$ cat config.mk
export PLATFORM = sky130hd
export DESIGN_NAME = dma_host_regs
export DESIGN_NICKNAME = d
export VERILOG_FILES = /design/src/rtl/dma_host_pkg.sv /design/src/rtl/dma_io_strobe.sv /design/src/rtl/dma_cmd_decode.sv /design/src/rtl/dma_chan_regs.sv /design/src/rtl/dma_host_regs.sv
export SDC_FILE = /design/constraint.sdc
export NUM_CORES = 1
export LEC_CHECK = 0
export BUFFER_PORTS_ARGS = -buffer_cell sky130_fd_sc_hd__buf_2
export CAP_MARGIN = 20
export CELL_PAD_IN_SITES_DETAIL_PLACEMENT = 1
export CELL_PAD_IN_SITES_GLOBAL_PLACEMENT = 1
export CORE_MARGIN = 2
export CORE_UTILIZATION = 38
export CTS_CLUSTER_SIZE = 10
export DETAILED_ROUTE_END_ITERATION = 12
export PLACE_DENSITY = 0.71
export SYNTH_ARGS = -nofsm -noshare
export SYNTH_HDL_FRONTEND = slang
export SYNTH_SLANG_ARGS = --single-unit
export TNS_END_PERCENT = 5
$ cat constraint.sdc
create_clock -name clk -period 2.15 [get_ports clk]
set_clock_uncertainty 0.1 [all_clocks]
set_input_delay 0 -clock clk [delete_from_list [all_inputs] [get_ports clk]]
set_output_delay 0 -clock clk [all_outputs]
set_load 0.1 [all_outputs]
$ cat src/rtl/dma_host_pkg.sv
package dma_host_pkg;

    localparam logic [3:0] CODE_MODE     = 4'b1011;
    localparam logic [3:0] CODE_CLR_PTR  = 4'b1100;
    localparam logic [3:0] CODE_MCLR     = 4'b1101;
    localparam logic [3:0] CODE_CLR_MASK = 4'b1110;
    localparam logic [3:0] CODE_CLR_MCNT = 4'b1110;
    localparam logic [3:0] CODE_SET_PTR  = 4'b1111;

    typedef struct packed {
        logic wr_reg;
        logic rd_reg;
        logic clr_ptr;
        logic set_ptr;
        logic mclr;
        logic clr_mask;
        logic clr_mcnt;
        logic wr_mode;
        logic rd_mode;
    } dma_cmd_t;

endpackage

$ cat src/rtl/dma_io_strobe.sv
module dma_io_strobe (
    input  logic clk,
    input  logic rst_n,
    input  logic cs_n,
    input  logic ior_n,
    input  logic iow_n,
    output logic rd_stb,
    output logic wr_stb
);
    typedef struct packed {
        logic ior;
        logic iow;
    } strobe_t;

    strobe_t st_d, st_q;

    always_comb begin
        st_d.ior = ior_n;
        st_d.iow = iow_n;
    end

    always_ff @(posedge clk or negedge rst_n) begin
        if (!rst_n) st_q <= '{ior: 1'b1, iow: 1'b1};
        else        st_q <= st_d;
    end

    // rising edge of a strobe while selected
    assign rd_stb = !cs_n && !st_q.ior && ior_n;
    assign wr_stb = !cs_n && !st_q.iow && iow_n;
endmodule

$ cat src/rtl/dma_cmd_decode.sv
module dma_cmd_decode
    import dma_host_pkg::*;
(
    input  logic [3:0] addr,
    input  logic       rd_stb,
    input  logic       wr_stb,
    output dma_cmd_t   cmd
);
    always_comb begin
        cmd          = '0;
        cmd.wr_reg   = wr_stb && !addr[3];
        cmd.rd_reg   = rd_stb && !addr[3];
        cmd.clr_ptr  = wr_stb && (addr == CODE_CLR_PTR);
        cmd.set_ptr  = wr_stb && (addr == CODE_SET_PTR);
        cmd.mclr     = wr_stb && (addr == CODE_MCLR);
        cmd.clr_mask = wr_stb && (addr == CODE_CLR_MASK);
        cmd.clr_mcnt = rd_stb && (addr == CODE_CLR_MCNT);
        cmd.wr_mode  = wr_stb && (addr == CODE_MODE);
        cmd.rd_mode  = rd_stb && (addr == CODE_MODE);
    end
endmodule

$ cat src/rtl/dma_chan_regs.sv
module dma_chan_regs #(
    parameter int unsigned DW = 8,
    parameter int unsigned RW = 16
) (
    input  logic          clk,
    input  logic          rst_n,
    input  logic          wr_addr,
    input  logic          wr_cnt,
    input  logic          hi_sel,
    input  logic [DW-1:0] din,
    output logic [RW-1:0] base_addr,
    output logic [RW-1:0] cur_addr,
    output logic [RW-1:0] base_cnt,
    output logic [RW-1:0] cur_cnt
);
    localparam int unsigned HW = RW - DW;

    typedef struct packed {
        logic [RW-1:0] base_addr;
        logic [RW-1:0] cur_addr;
        logic [RW-1:0] base_cnt;
        logic [RW-1:0] cur_cnt;
    } chan_t;

    chan_t ch_d, ch_q;

    function automatic logic [RW-1:0] put_byte(input logic [RW-1:0] w,
                                               input logic hi,
                                               input logic [DW-1:0] b);
        logic [RW-1:0] r;
        r = w;
        if (hi) r[RW-1:DW] = b[HW-1:0];
        else    r[DW-1:0]  = b;
        return r;
    endfunction

    always_comb begin
        ch_d = ch_q;
        if (wr_addr) begin
            ch_d.base_addr = put_byte(ch_q.base_addr, hi_sel, din);
            ch_d.cur_addr  = put_byte(ch_q.cur_addr,  hi_sel, din);
        end
        if (wr_cnt) begin
            ch_d.base_cnt = put_byte(ch_q.base_cnt, hi_sel, din);
            ch_d.cur_cnt  = put_byte(ch_q.cur_cnt,  hi_sel, din);
        end
    end

    always_ff @(posedge clk or negedge rst_n) begin
        if (!rst_n) ch_q <= '0;
        else        ch_q <= ch_d;
    end

    assign base_addr = ch_q.base_addr;
    assign cur_addr  = ch_q.cur_addr;
    assign base_cnt  = ch_q.base_cnt;
    assign cur_cnt   = ch_q.cur_cnt;
endmodule

$ cat src/rtl/dma_host_regs.sv
module dma_host_regs
    import dma_host_pkg::*;
#(
    parameter int unsigned NUM_CH = 4,
    parameter int unsigned DW     = 8,
    parameter int unsigned RW     = 16
) (
    input  logic               clk,
    input  logic               rst_n,
    input  logic               cs_n,
    input  logic               ior_n,
    input  logic               iow_n,
    input  logic [3:0]         addr,
    input  logic [DW-1:0]      din,
    output logic [DW-1:0]      dout,
    output logic [NUM_CH*RW-1:0] base_addr_o,
    output logic [NUM_CH*RW-1:0] base_cnt_o,
    output logic [NUM_CH-1:0]  mask_o,
    output logic               mclr_o
);
    localparam int unsigned CHW = $clog2(NUM_CH);
    localparam int unsigned MW  = DW - 2;

    typedef struct packed {
        logic                       ptr;
        logic [CHW-1:0]             mcnt;
        logic [NUM_CH-1:0]          mask;
        logic                       mclr;
        logic [NUM_CH-1:0][MW-1:0]  mode;
    } top_t;

    top_t     q, d;
    logic     rd_stb, wr_stb;
    dma_cmd_t cmd;
    logic     ptr_cur;

    logic [RW-1:0] cur_addr_w [NUM_CH];
    logic [RW-1:0] cur_cnt_w  [NUM_CH];
    logic [CHW-1:0] ch_sel;

    assign ch_sel  = addr[CHW:1];
    assign ptr_cur = q.ptr;

    dma_io_strobe u_stb (
        .clk    (clk),
        .rst_n  (rst_n),
        .cs_n   (cs_n),
        .ior_n  (ior_n),
        .iow_n  (iow_n),
        .rd_stb (rd_stb),
        .wr_stb (wr_stb)
    );

    dma_cmd_decode u_dec (
        .addr   (addr),
        .rd_stb (rd_stb),
        .wr_stb (wr_stb),
        .cmd    (cmd)
    );

    for (genvar i = 0; i < NUM_CH; i++) begin : g_ch
        logic sel;
        assign sel = (ch_sel == CHW'(i));

        dma_chan_regs #(.DW(DW), .RW(RW)) u_regs (
            .clk       (clk),
            .rst_n     (rst_n),
            .wr_addr   (cmd.wr_reg && sel && !addr[0]),
            .wr_cnt    (cmd.wr_reg && sel &&  addr[0]),
            .hi_sel    (q.ptr),
            .din       (din),
            .base_addr (base_addr_o[i*RW +: RW]),
            .cur_addr  (cur_addr_w[i]),
            .base_cnt  (base_cnt_o[i*RW +: RW]),
            .cur_cnt   (cur_cnt_w[i])
        );
    end

    always_comb begin
        d      = q;
        d.mclr = 1'b0;
        if (cmd.wr_reg || cmd.rd_reg) d.ptr = !q.ptr;
        if (cmd.clr_ptr)              d.ptr = 1'b0;
        if (cmd.set_ptr)              d.ptr = 1'b1;
        if (cmd.rd_mode)              d.mcnt = q.mcnt + 1'b1;
        if (cmd.clr_mcnt)             d.mcnt = '0;
        if (cmd.wr_mode)              d.mode[din[CHW-1:0]] = din[DW-1:2];
        if (cmd.clr_mask)             d.mask = '0;
        if (cmd.mclr) begin
            d.ptr  = 1'b0;
            d.mcnt = '0;
            d.mask = '1;
            d.mclr = 1'b1;
        end
    end

    always_ff @(posedge clk or negedge rst_n) begin
        if (!rst_n) begin
            q      <= '0;
            q.mask <= '1;
        end else begin
            q <= d;
        end
    end

    always_comb begin
        logic [RW-1:0] word;
        word = addr[0] ? cur_cnt_w[ch_sel] : cur_addr_w[ch_sel];
        dout = '0;
        if (!cs_n && !ior_n) begin
            if (!addr[3])
                dout = q.ptr ? DW'(word >> DW) : word[DW-1:0];
            else if (addr == CODE_MODE)
                dout = {q.mode[q.mcnt], 2'b11};
        end
    end

    assign mask_o = q.mask;
    assign mclr_o = q.mclr;
endmodule

==> out/results.ini, run 1 <==
[final_layout]
final_cell_mix=mux2_2, buf_2, dfrtp_1, buf_4, dfrtp_4
layout-drive-gt1-share_pct=66.4
nets=730
nFillCells=1980
antenna_cells=0
syn_to_final_growth_pct=31.4
layout_commonest_cell=mux2_2

[floorplan]
num_rows=51
io_pins=158
die_area_um2=20900
initial_utilization_pct=38.6
coreArea_um2=19500
die_h_um=145
die_w_um=145

[placement]
routabilityCongestion=0.861
preCtsSetupSlack_ps=-16.1
io_buffers=157
dp_hpwl_mm=18.2

[outcome]
violations=hold timing, setup timing
status=finished, violations left

[detailed_routing]
drt-pass1-iter-count=4
wl_mm=25.7
wl_per_cell_um=25.9
drtAntennaViolNets=0
dr_total_vias=5441
drc=0
via_per_inst=5.49
first_iter_violations=439

[yosys]
ys_types=48
synthFlopType=dfrtp_1
synth_top_area_share_pct=51.9
synth_edf_count=0
synthesis.nets=546
seq_area_frac_synth_pct=52.9
synthCells=529
yosysWarnings=0
synth_area_per_cell_um2=14.2
async_flop_share_pct=100
synthesis.area_um2=7520
ys_ff_latch=159
yosys.area.top_type=dfrtp_1
synth_area_leaders=dfrtp_1, mux2_2, mux4_2

[job]
max_cap_viol_count=0

[cts]
cts_tree=built
htree_levels=4
cts_sinks=159
worstSkewPairLatency_ps=440
cts.clk_slew.worst_paths_ps=60
numCtsBuffers=17
clock-root-buffer=clkbuf_16
cts_max_path_buffers=2

[timing]
holdWs_ps=-10.1
rsz0062_at_grt=yes
setup_viol=6
period_share_pct=103
slew_headroom_pct=56.1
finalCriticalPeriod_ps=2220
hold_viol=12
fmax_mhz=450
slew_violations=0
tightest_slew_ps=658
fin_ws_ps=-74.5

[power_and_ir_drop]
ir_drop_v=0.000644
leakagePower_nw=4.95
finalPower_mw=9.83
cellPowerDensity_nw_per_um2=995

[critical_path]
cp-start-kind=register
critPathKind=register to output port
critical_path_arrival_ps=2120
path_max_fanout=6
ff2ff_setup_slack_ps=60
crit_path_end_kind=output port
required_ps=2050

[global_routing]
grt.total_usage_pct=25.6
grt_start_max_net_pins=50
antenna_found_initial=0
grt_pass1_wl_mm=38.2
grt_pass1_vias=5971
grt.overflow.total=0

[min_path]
hold_class=input pin to async pin

==> Yosys cell counts, types with 6 or more instances <==
master    number
a22oi_1        7
mux4_2        20
a21oi_1       12
mux2i_1       34
dfrtp_1      156
clkbuf_1      26
o211ai_1       6
buf_2          9
nor2_1         6
mux2_2       156
nand2_1       20
nand2_2        6
nand3_1        6
==> final timing paths <==
check / cells past startpoint / end / from
setup / recovery: 4 / dout[3] / ptr_cur
hold / removal: 2 / mclr_o / rst_n
setup reg to reg: 5 / g_ch[0].u_regs.cur_addr[2] / u_stb.st_q[0]
hold reg to reg: 1 / q[3] / q[3]
max in group asynchronous: 3 / u_stb.st_q[1] / rst_n
min in group clk: 2 / g_ch[1].u_regs.base_cnt[11] / din[3]
==> critical path, stage by stage, from the launching register on <==
cell and delay (ps):
dfrtp_1 370, or4b_4 560, buf_4 190, o211ai_1 330
buf_12 230
==> cell families (layout without fill, tap and decap cells) <==
kind of cell           count (synthesis)  after routing  share of synthesized area [%]
multiplexers                         210            210                           33.9
buffers and inverters                 43            240                           2.64
AO/OA/AOI/OAI                         45             45                           3.98
AND/OR/NAND/NOR                       72             72                           6.57
flip-flops                           159            159                           52.9
==> sequential cells by signal (all words and copies together) (netlist names) <==
signal / flops
g_ch.u_regs.base_addr: 32
g_ch.u_regs.base_cnt: 32
g_ch.u_regs.cur_addr: 32
g_ch.u_regs.cur_cnt: 32
mask_o: 1
mclr_o: 1
ptr_cur: 1
q: 26
u_stb.st_q: 2
==> routing by layer <==
layer / wire length [um] / part of all wire, % / global-route usage (%)
met1: 10800 / 42 / 33.7
met2: 12900 / 50 / 43.0
met3: 1450 / 5.7 / 5.20
met4: 545 / 2.1 / 7.61
met5: 0 / 0 / 0
==> repair_timing <==
item | in CTS | in global routing
pin swaps | 3 | 3
hold buffers | 4 | 0
setup buffers | 3 | 2
endpoints found under the setup margin | 15 | 30
resized for setup | 10 | 3
hold endpoints to repair | 161 | 0
==> metrics by stage <==
step                      area [um^2]  util (%)  std cells  setup TNS (ps)
after floorplan                  7700         -        529           -2820
after global placement           9110      46.8        950               0
after global routing             9880      50.8        991            -921
after CTS                        9860      50.6        989            -216
after detailed placement         9110      46.8        950           -63.4
final                            9880      50.8        991            -321
==> layout make-up <==
type	count	area (um^2)	area share (%)
clock buffer	22	464	4.70
clock inverter	10	185	1.87
multi-input combinational	327	3410	34.5
sequential	159	4120	41.7
tap	265	332	3.35
timing repair buffer	208	1370	13.9
==> report_power, final <==
part	total, mW	internal (mW)	switching (mW)
clock	3.38	2.12	1.25
combinational	2.90	0.576	2.33
sequential	3.55	3.30	0.254
No activity file was read; power rests on OpenSTA's default activity.
==> run 2, diff against run 1 <==
--- a/config.mk
+++ b/config.mk
@@ -13,8 +13,9 @@
 export CORE_UTILIZATION = 38
 export CTS_CLUSTER_SIZE = 10
 export DETAILED_ROUTE_END_ITERATION = 12
-export PLACE_DENSITY = 0.71
+export PLACE_DENSITY = 0.69
 export SYNTH_ARGS = -nofsm -noshare
 export SYNTH_HDL_FRONTEND = slang
+export SYNTH_HIERARCHICAL = 1
 export SYNTH_SLANG_ARGS = --single-unit
 export TNS_END_PERCENT = 5
==> run 2 against run 1 <==
Net effect: the flow finishes with violations (setup timing); power increased by 8.0%; first-iteration DRC count shrank 39%; non-clock buffer count decreased by 8; setup slack got worse by 110 ps; synthesized area up 16%; fmax shrank 4.5%; final area is 1.5% higher; register-to-register slack improved by 50 ps; count of clock-buffer cells in the layout down 2; synthesized cell count up 15%; critical path type unchanged.
==> out/results.ini, run 2 <==
[outcome]
status=finished, violations left  ; unchanged
violations=setup timing  ; was hold timing, setup timing

[detailed_routing]
wl_mm=24.7  ; was 25.7 mm
via_per_inst=5.34  ; was 5.49
first_iter_violations=268  ; was 439
dr_total_vias=5198  ; was 5441
drtAntennaViolNets=0  ; unchanged
drt-pass1-iter-count=4  ; unchanged
drc=0  ; unchanged
wl_per_cell_um=25.3  ; was 25.9 um

[floorplan]
io_pins=158  ; unchanged
num_rows=55  ; was 51
die_area_um2=24200  ; was 20900 um^2
initial_utilization_pct=38.7  ; was 38.6%
die_h_um=156  ; was 145 um
die_w_um=156  ; was 145 um
coreArea_um2=22600  ; was 19500 um^2

[yosys]
ys_types=41  ; was 48
synthMuxAreaShare_pct=33.8  ; was 33.9%
synthesis.area_um2=8740  ; was 7520 um^2
yosysWarnings=6  ; was 0
seq_area_frac_synth_pct=45.6  ; was 52.9%
synthesis.nets=627  ; was 546
synth_top_family_by_area=multiplexers  ; unchanged
synthFlopType=dfrtp_1  ; unchanged
synth_area_leaders=dfrtp_1, mux2_2, buf_4  ; was dfrtp_1, mux2_2, mux4_2
synth_area_per_cell_um2=14.3  ; was 14.2 um^2
yosys.area.top_type=dfrtp_1  ; unchanged
ys_ff_latch=159  ; unchanged
synth_edf_count=0  ; unchanged
synthCells=610  ; was 529
yosysMostFrequentCell=dfrtp_1
async_flop_share_pct=100  ; unchanged
synthXorXnorAreaFrac_pct=0.200  ; was 0%
synth_top_area_share_pct=44.7  ; was 51.9%
synth_compound_area_share_pct=1.95  ; was 3.98%
yosys.area_share.simple_pct=5.08  ; was 6.57%
synth-adder-area-share_pct=0  ; unchanged
synthTopCellsByCount=dfrtp_1, buf_4, mux2_2, mux2_4, mux4_2  ; was dfrtp_1, mux2_2, mux2i_1, clkbuf_1

[final_layout]
multi_input_area_um2=3730  ; was 3410 um^2
layout-drive-gt1-share_pct=73.7  ; was 66.4%
layout_commonest_cell=buf_2  ; was mux2_2
largest_reg_flops=64
postLayoutCellArea_um2=10000  ; was 9880 um^2
final-seq-area_um2=4040  ; was 4120 um^2
nFillCells=2311  ; was 1980
final_cell_mix=buf_2, dfrtp_1, mux2_2, mux2_4, dfrtp_2  ; was mux2_2, buf_2, dfrtp_1, buf_4, dfrtp_4
syn_to_final_growth_pct=14.9  ; was 31.4%
antenna_cells=0  ; unchanged
nets=693  ; was 730

[critical_path]
reg2reg_from=u_stb/st_q[0]  ; was u_stb.st_q[0]
cp-start-kind=register  ; unchanged
critPathKind=register to output port  ; unchanged
crit_path_end_kind=output port  ; unchanged
worstRegToRegCells=7  ; was 5
critical_path_arrival_ps=2230  ; was 2120 ps
cp_slowest_cell=mux4_2  ; was or4b_4
required_ps=2050  ; about the same
path_cells=mux4_2 > mux2_4 > a22oi_2 > buf_4 > o21ai_4 > buf_12  ; was or4b_4 > buf_4 > o211ai_1 > buf_12
setup.worst_path.start=g_ch[3].u_regs/cur_cnt[7]  ; was ptr_cur
path_max_fanout=3  ; was 6
ff2ff_setup_slack_ps=110  ; was 60 ps
cp-endpoint=dout[7]  ; was dout[3]
r2r_end=g_ch[0].u_regs/cur_addr[11]  ; was g_ch[0].u_regs.cur_addr[2]
slowest_delay_ps=490  ; was 560 ps

[timing]
hold_viol=0  ; was 12
slew_headroom_pct=62.3  ; was 56.1%
fmax_mhz=429  ; was 450 MHz
rsz0062_at_grt=yes  ; unchanged
slew_violations=0  ; unchanged
fin_ws_ps=-181  ; was -74.5 ps
finalCriticalPeriod_ps=2330  ; was 2220 ps
tightest_slew_ps=566  ; was 658 ps
period_share_pct=108  ; was 103%
setup_viol=8  ; was 6
setup-tns-final_ps=-975  ; was -321 ps

[placement]
place_area_um2=9190  ; was 9110 um^2
dp_hpwl_mm=17.0  ; was 18.2 mm
preCtsSetupSlack_ps=59.2  ; was -16.1 ps
io_buffers=157  ; unchanged
routabilityCongestion=0.830  ; was 0.861

[global_routing]
met2_usage_pct=35.6  ; was 43.0%
grt_pass1_vias=5724  ; was 5971
top_usage_layer=met2  ; unchanged
grtUsageMet3_pct=4.61  ; was 5.20%
grt.total_usage_pct=21.0  ; was 25.6%
antenna_found_initial=0  ; unchanged
grt_start_max_net_pins=62  ; was 50
grt_pass1_wl_mm=37.1  ; was 38.2 mm
met1_usage_pct=27.4  ; was 33.7%
grt.overflow.total=0  ; unchanged

[cts]
cts_max_path_buffers=2  ; unchanged
numCtsBuffers=17  ; unchanged
htree_levels=4  ; unchanged
worstSkewPairLatency_ps=430  ; was 440 ps
cts_tree=built  ; unchanged
clock-root-buffer=clkbuf_16  ; unchanged
cts.clk_slew.worst_paths_ps=70  ; was 60 ps
cts_sinks=159  ; unchanged

[power_and_ir_drop]
swShare_pct=43.3  ; was 39.0%
ir_drop_v=0.000576  ; was 0.000644 V
pwr-share-seq_pct=34.4  ; was 36.1%
pwr-share-clk_pct=28.9  ; was 34.3%
switchingPower_mw=4.60  ; was 3.83 mW
leakagePower_nw=5.12  ; was 4.95 nW
p_comb_share_pct=36.7  ; was 29.5%
p_int_mw=6.02  ; was 6.00 mW
cellPowerDensity_nw_per_um2=1060  ; was 995 nW/um^2

[job]
max_cap_viol_count=0  ; unchanged

[min_path]
hold_class=input pin to register  ; was input pin to async pin

[run 2: cell count changes after synthesis, moves of 10 or more]
cell      delta
mux2i_1     -28
nor3_1      +10
a21oi_1     -10
mux2_2      -57
buf_4      +128
clkbuf_1    -23
mux2_4      +65
buf_6       +11
nand2_1     -12
[run 2: how the worst min path moves through the flow]
| stage | startpoint | endpoint | slack, ps | depth (start not counted) |
|---|---|---|---|---|
| 2_1_floorplan | rst_n | g_ch[0].u_regs/base_addr[0] | -400 | 0 |
| 3_3_place_gp | rst_n | g_ch[1].u_regs/base_addr[6] | -120 | 1 |
| 3_5_place_dp | rst_n | g_ch[1].u_regs/cur_cnt[6] | -110 | 1 |
| 4_1_cts | addr[0] | mclr_o | 10 | 2 |
| 5_1_grt | addr[0] | mclr_o | 50 | 2 |
| 6_report | addr[0] | mclr_o | 50 | 2 |
[run 2: per-stage QoR]
stage / total power, mW / utilization (%) / std cells / hold WS (ps)
floorplan: 7.12 / - / 610 / -396
global placement: 7.45 / 40.7 / 929 / -121
finish: 10.6 / 44.5 / 974 / 52.2
detailed placement: 7.52 / 40.7 / 929 / -113
CTS: 10.7 / 44.3 / 974 / 11.9
global route: 11.0 / 44.5 / 974 / 53.2
[run 2: power groups by stage]
| stage | clock network [mW] | registers, mW | logic [mW] |
|---|---|---|---|
| global placement | 0 | 3.67 | 3.79 |
| global route | 3.26 | 3.69 | 4.00 |
| finish | 3.07 | 3.65 | 3.89 |
| detailed placement | 0 | 3.70 | 3.83 |
| CTS | 3.14 | 3.65 | 3.90 |
| floorplan | 0 | 5.81 | 1.31 |
[run 2: repair_timing]
action | in CTS | in global routing
hold buffers | 6 | 0
setup endpoints to repair | 8 | 45
pin swaps | 6 | 2
setup buffers | 7 | 0
resized for setup | 35 | 10
endpoints found under the hold margin | 163 | 0
[run 2: kinds of logic after synthesis]
kind of cell           count (synthesis)
AND/OR/NAND/NOR                       67
flip-flops                           159
multiplexers                         204
XOR/XNOR                               2
buffers and inverters                154
AO/OA/AOI/OAI                         24
[run 2: layer usage]
layer  routed length, um  share of wire [%]
met5                   0                  0
met3                1230                5.0
met2               12300                 50
met4                 289                1.2
met1               10900                 44
[run 2: area by class of cell]
class / count / share of cell area (%)
clock inverters: 12 / 1.35
inverters: 1 / 0.0374
flip-flops and latches: 159 / 40.2
clock buffers: 20 / 4.55
multi-input cells: 297 / 37.2
repair buffers: 200 / 13.1
well taps: 285 / 3.55
[run 2: critical path: cells and delay by family, from the launching register on]
| kind | cells | cell delay (ps) |
|---|---|---|
| mux | 2 | 800 |
| flops | 1 | 430 |
| buf+inv | 2 | 320 |
| compound gates | 2 | 250 |
==> run 3, diff against run 2 <==
--- a/config.mk
+++ b/config.mk
@@ -5,6 +5,7 @@
 export SDC_FILE = /design/constraint.sdc
 export NUM_CORES = 1
 export LEC_CHECK = 0
+export ABC_AREA = 1
 export BUFFER_PORTS_ARGS = -buffer_cell sky130_fd_sc_hd__buf_2
 export CAP_MARGIN = 20
 export CELL_PAD_IN_SITES_DETAIL_PLACEMENT = 1
@@ -13,7 +14,7 @@
 export CORE_UTILIZATION = 38
 export CTS_CLUSTER_SIZE = 10
 export DETAILED_ROUTE_END_ITERATION = 12
-export PLACE_DENSITY = 0.69
+export PLACE_DENSITY = 0.76
 export SYNTH_ARGS = -nofsm -noshare
 export SYNTH_HDL_FRONTEND = slang
 export SYNTH_HIERARCHICAL = 1
==> run 3 against run 2 <==
Net effect: the run now ends clean; sequential power grew 3%; synthesized cell count increased by 100%; wire length up 33%; sequential share of layout area shrank 0.65 points; register-to-register slack better by 60 ps; hold slack lost 44 ps; fmax rose by 10%; non-clock buffer count shrank 3; critical path depth is the same; count of clock-buffer cells in the layout is 3 lower; critical endpoint is now dout[4].
==> out/results.ini, run 3 <==
[power_and_ir_drop]
cellPowerDensity_nw_per_um2=1040  ; was 1060 nW/um^2
pwr-share-clk_pct=27.1  ; was 28.9%
leakagePower_nw=5.53  ; was 5.12 nW
p_comb_share_pct=38.1  ; was 36.7%
swShare_pct=48.9  ; was 43.3%
pwr-share-seq_pct=34.9  ; was 34.4%
ir_drop_v=0.000460  ; was 0.000576 V
switchingPower_mw=5.27  ; was 4.60 mW
p_int_mw=5.51  ; was 6.02 mW

[critical_path]
slowest_delay_ps=540  ; was 490 ps
required_ps=2050  ; about the same
path_cells=inv_2 > nor2_1 > o22ai_1 > nand2_1 > a21oi_4 > buf_12  ; was mux4_2 > mux2_4 > a22oi_2 > buf_4 > o21ai_4 > buf_12
cp-start-kind=register  ; unchanged
timing.critical_path.max_delay_family=flip-flops  ; was multiplexers
cp_slowest_cell=dfrtp_2  ; was mux4_2
critPathKind=register to output port  ; unchanged
path_max_fanout=15  ; was 3
crit_path_end_kind=output port  ; unchanged
crit_buf_inv=2  ; unchanged
critical_path_arrival_ps=2020  ; was 2230 ps
ff2ff_setup_slack_ps=170  ; was 110 ps

[timing]
tightest_slew_ps=650  ; was 566 ps
fin_ws_ps=33.9  ; was -181 ps
finalCriticalPeriod_ps=2120  ; was 2330 ps
hold_viol=0  ; unchanged
rsz0062_at_grt=yes  ; unchanged
fmax_mhz=473  ; was 429 MHz
period_share_pct=98.4  ; was 108%
slew_headroom_pct=56.7  ; was 62.3%
slew_violations=0  ; unchanged
setup_viol=0  ; was 8

[outcome]
status=finished, final reports clean  ; was finished, violations left

[yosys]
synth_area_leaders=dfrtp_1, nand2_1, buf_4  ; was dfrtp_1, mux2_2, buf_4
synthXorXnorAreaFrac_pct=0.0936  ; was 0.200%
synth-adder-area-share_pct=0  ; unchanged
yosys.area_share.simple_pct=36.1  ; was 5.08%
synth_area_per_cell_um2=7.60  ; was 14.3 um^2
synth_edf_count=0  ; unchanged
ys_ff_latch=159  ; unchanged
synthCells=1232  ; was 610
ys_types=29  ; was 41
synth_top_family_by_area=simple AND/OR/NAND/NOR gates  ; was multiplexers
synthTopCellsByCount=nand2_1, nand3_1, dfrtp_1, buf_4, o21ai_0  ; was dfrtp_1, buf_4, mux2_2, mux2_4, mux4_2
yosys.area.top_type=dfrtp_1  ; unchanged
yosysMostFrequentCell=nand2_1  ; was dfrtp_1
synthesis.nets=1249  ; was 627
synth_top_area_share_pct=41.7  ; was 44.7%
synthMuxAreaShare_pct=0.642  ; was 33.8%
seq_area_frac_synth_pct=42.5  ; was 45.6%
yosysWarnings=6  ; unchanged
synthesis.area_um2=9360  ; was 8740 um^2
synth_compound_area_share_pct=2.95  ; was 1.95%
synthFlopType=dfrtp_1  ; unchanged
async_flop_share_pct=100  ; unchanged

[final_layout]
antenna_cells=0  ; unchanged
layout-drive-gt1-share_pct=30.2  ; was 73.7%
syn_to_final_growth_pct=11.1  ; was 14.9%
nets=1273  ; was 693
final_cell_count_no_fill=1593  ; was 974
largest_reg_flops=64  ; unchanged
layout_commonest_cell=nand2_1  ; was buf_2
final_util_pct=42.9  ; was 44.5%
final_cell_mix=nand2_1, nand3_1, buf_2, dfrtp_2, dfrtp_1  ; was buf_2, dfrtp_1, mux2_2, mux2_4, dfrtp_2
nFillCells=3049  ; was 2311
multi_input_area_um2=3830  ; was 3730 um^2
final-seq-area_um2=4120  ; was 4040 um^2

[global_routing]
grt.total_usage_pct=25.6  ; was 21.0%
grt_start_max_net_pins=64  ; was 62
grt_pass1_wl_mm=50.2  ; was 37.1 mm
grt_pass1_vias=8268  ; was 5724
grt.overflow.total=0  ; unchanged
antenna_found_initial=0  ; unchanged

[cts]
cts.clk_slew.worst_paths_ps=70  ; about the same
htree_levels=4  ; unchanged
postCtsSetupBuffers=0  ; was 7
cts_max_path_buffers=2  ; unchanged
numCtsBuffers=17  ; unchanged
cts_tree=built  ; unchanged
worstSkewPairLatency_ps=430  ; about the same
clock-root-buffer=clkbuf_16  ; unchanged
cts_sinks=159  ; unchanged

[min_path]
hold_class=input pin to async pin  ; was input pin to register

[placement]
dpl.cell_count=1548  ; was 929
routabilityCongestion=0.942  ; was 0.830
preCtsSetupSlack_ps=65.7  ; was 59.2 ps
dp_hpwl_mm=23.5  ; was 17.0 mm
io_buffers=157  ; unchanged

[detailed_routing]
first_iter_violations=620  ; was 268
drt-pass1-iter-count=5  ; was 4
wl_mm=32.7  ; was 24.7 mm
wl_per_cell_um=20.6  ; was 25.3 um
dr_total_vias=8265  ; was 5198
drtAntennaViolNets=0  ; unchanged
via_per_inst=5.19  ; was 5.34
drc=0  ; unchanged

[floorplan]
initial_utilization_pct=38.6  ; was 38.7%
coreArea_um2=24200  ; was 22600 um^2
io_pins=158  ; unchanged
die_area_um2=25900  ; was 24200 um^2
die_w_um=161  ; was 156 um
num_rows=57  ; was 55
die_h_um=161  ; was 156 um

[job]
max_cap_viol_count=0  ; unchanged

run 3: per-layer routing:
layer  global-route usage [%]  routed length (um)  vias up
li1                         -                   -     3820
met1                     38.3               15500     4145
met2                     39.0               14800      272
met3                     3.69                1930       28
met4                     6.17                 467        0
met5                        0                   0        -
run 3: worst paths after layout:
path,cells past startpoint,start,endpoint
min in group clk,3,din[3],g_ch[3].u_regs/cur_cnt[3]
min reg2reg,2,mask_o[2],mask_o[2]
min,2,rst_n,g_ch[3].u_regs/cur_cnt[13]
max in group asynchronous,3,rst_n,mask_o[2]
max reg2reg,12,u_stb/st_q[0],g_ch[1].u_regs/cur_cnt[0]
max,6,q[29],dout[4]
run 3: per-stage QoR:
step / hold slack [ps] / TNS [ps] / cell area, um^2 / power (mW)
3_5_place_dp: -93.2 / 0 / 9690 / 7.88
6_report: 8.55 / 0 / 10400 / 10.8
5_1_grt: 35.8 / -175 / 10400 / 11.2
4_1_cts: 1.07 / 0 / 10400 / 10.8
3_3_place_gp: -95.1 / 0 / 9690 / 7.81
2_1_floorplan: -396 / -258 / 9570 / 7.42
run 3: final cells by class:
type / instances / area share [%]
timing repair buffer: 197 / 12.9
clock buffer: 17 / 4.09
multi-input combinational: 851 / 36.8
inverter: 30 / 1.44
tap: 324 / 3.90
clock inverter: 15 / 1.20
sequential: 159 / 39.6
run 3: cell families after synthesis:
kind of cell,Yosys count
simple gates,793
xor+xnor,1
mux,6
compound gates,51
buf+inv,222
flops,159
run 3: repair_timing:
item	CTS	global route
hold endpoints to repair	187	0
hold buffers	13	0
gates resized for setup	2	11
endpoints found under the setup margin	6	95
pin swaps	0	1
run 3: worst reg2reg max path: cells and delay by family (launching register included):
family        cells  cell delay [ps]
flops             1              370
simple gates      8              940
buf+inv           4              460
run 3: power groups by stage:
| stage | sequential (mW) | clock [mW] | combinational, mW |
|---|---|---|---|
| floorplan | 5.72 | 0 | 1.71 |
| global placement | 3.80 | 0 | 4.02 |
| detailed placement | 3.80 | 0 | 4.08 |
| CTS | 3.75 | 2.96 | 4.10 |
| global route | 3.80 | 3.08 | 4.29 |
| finish | 3.76 | 2.92 | 4.10 |
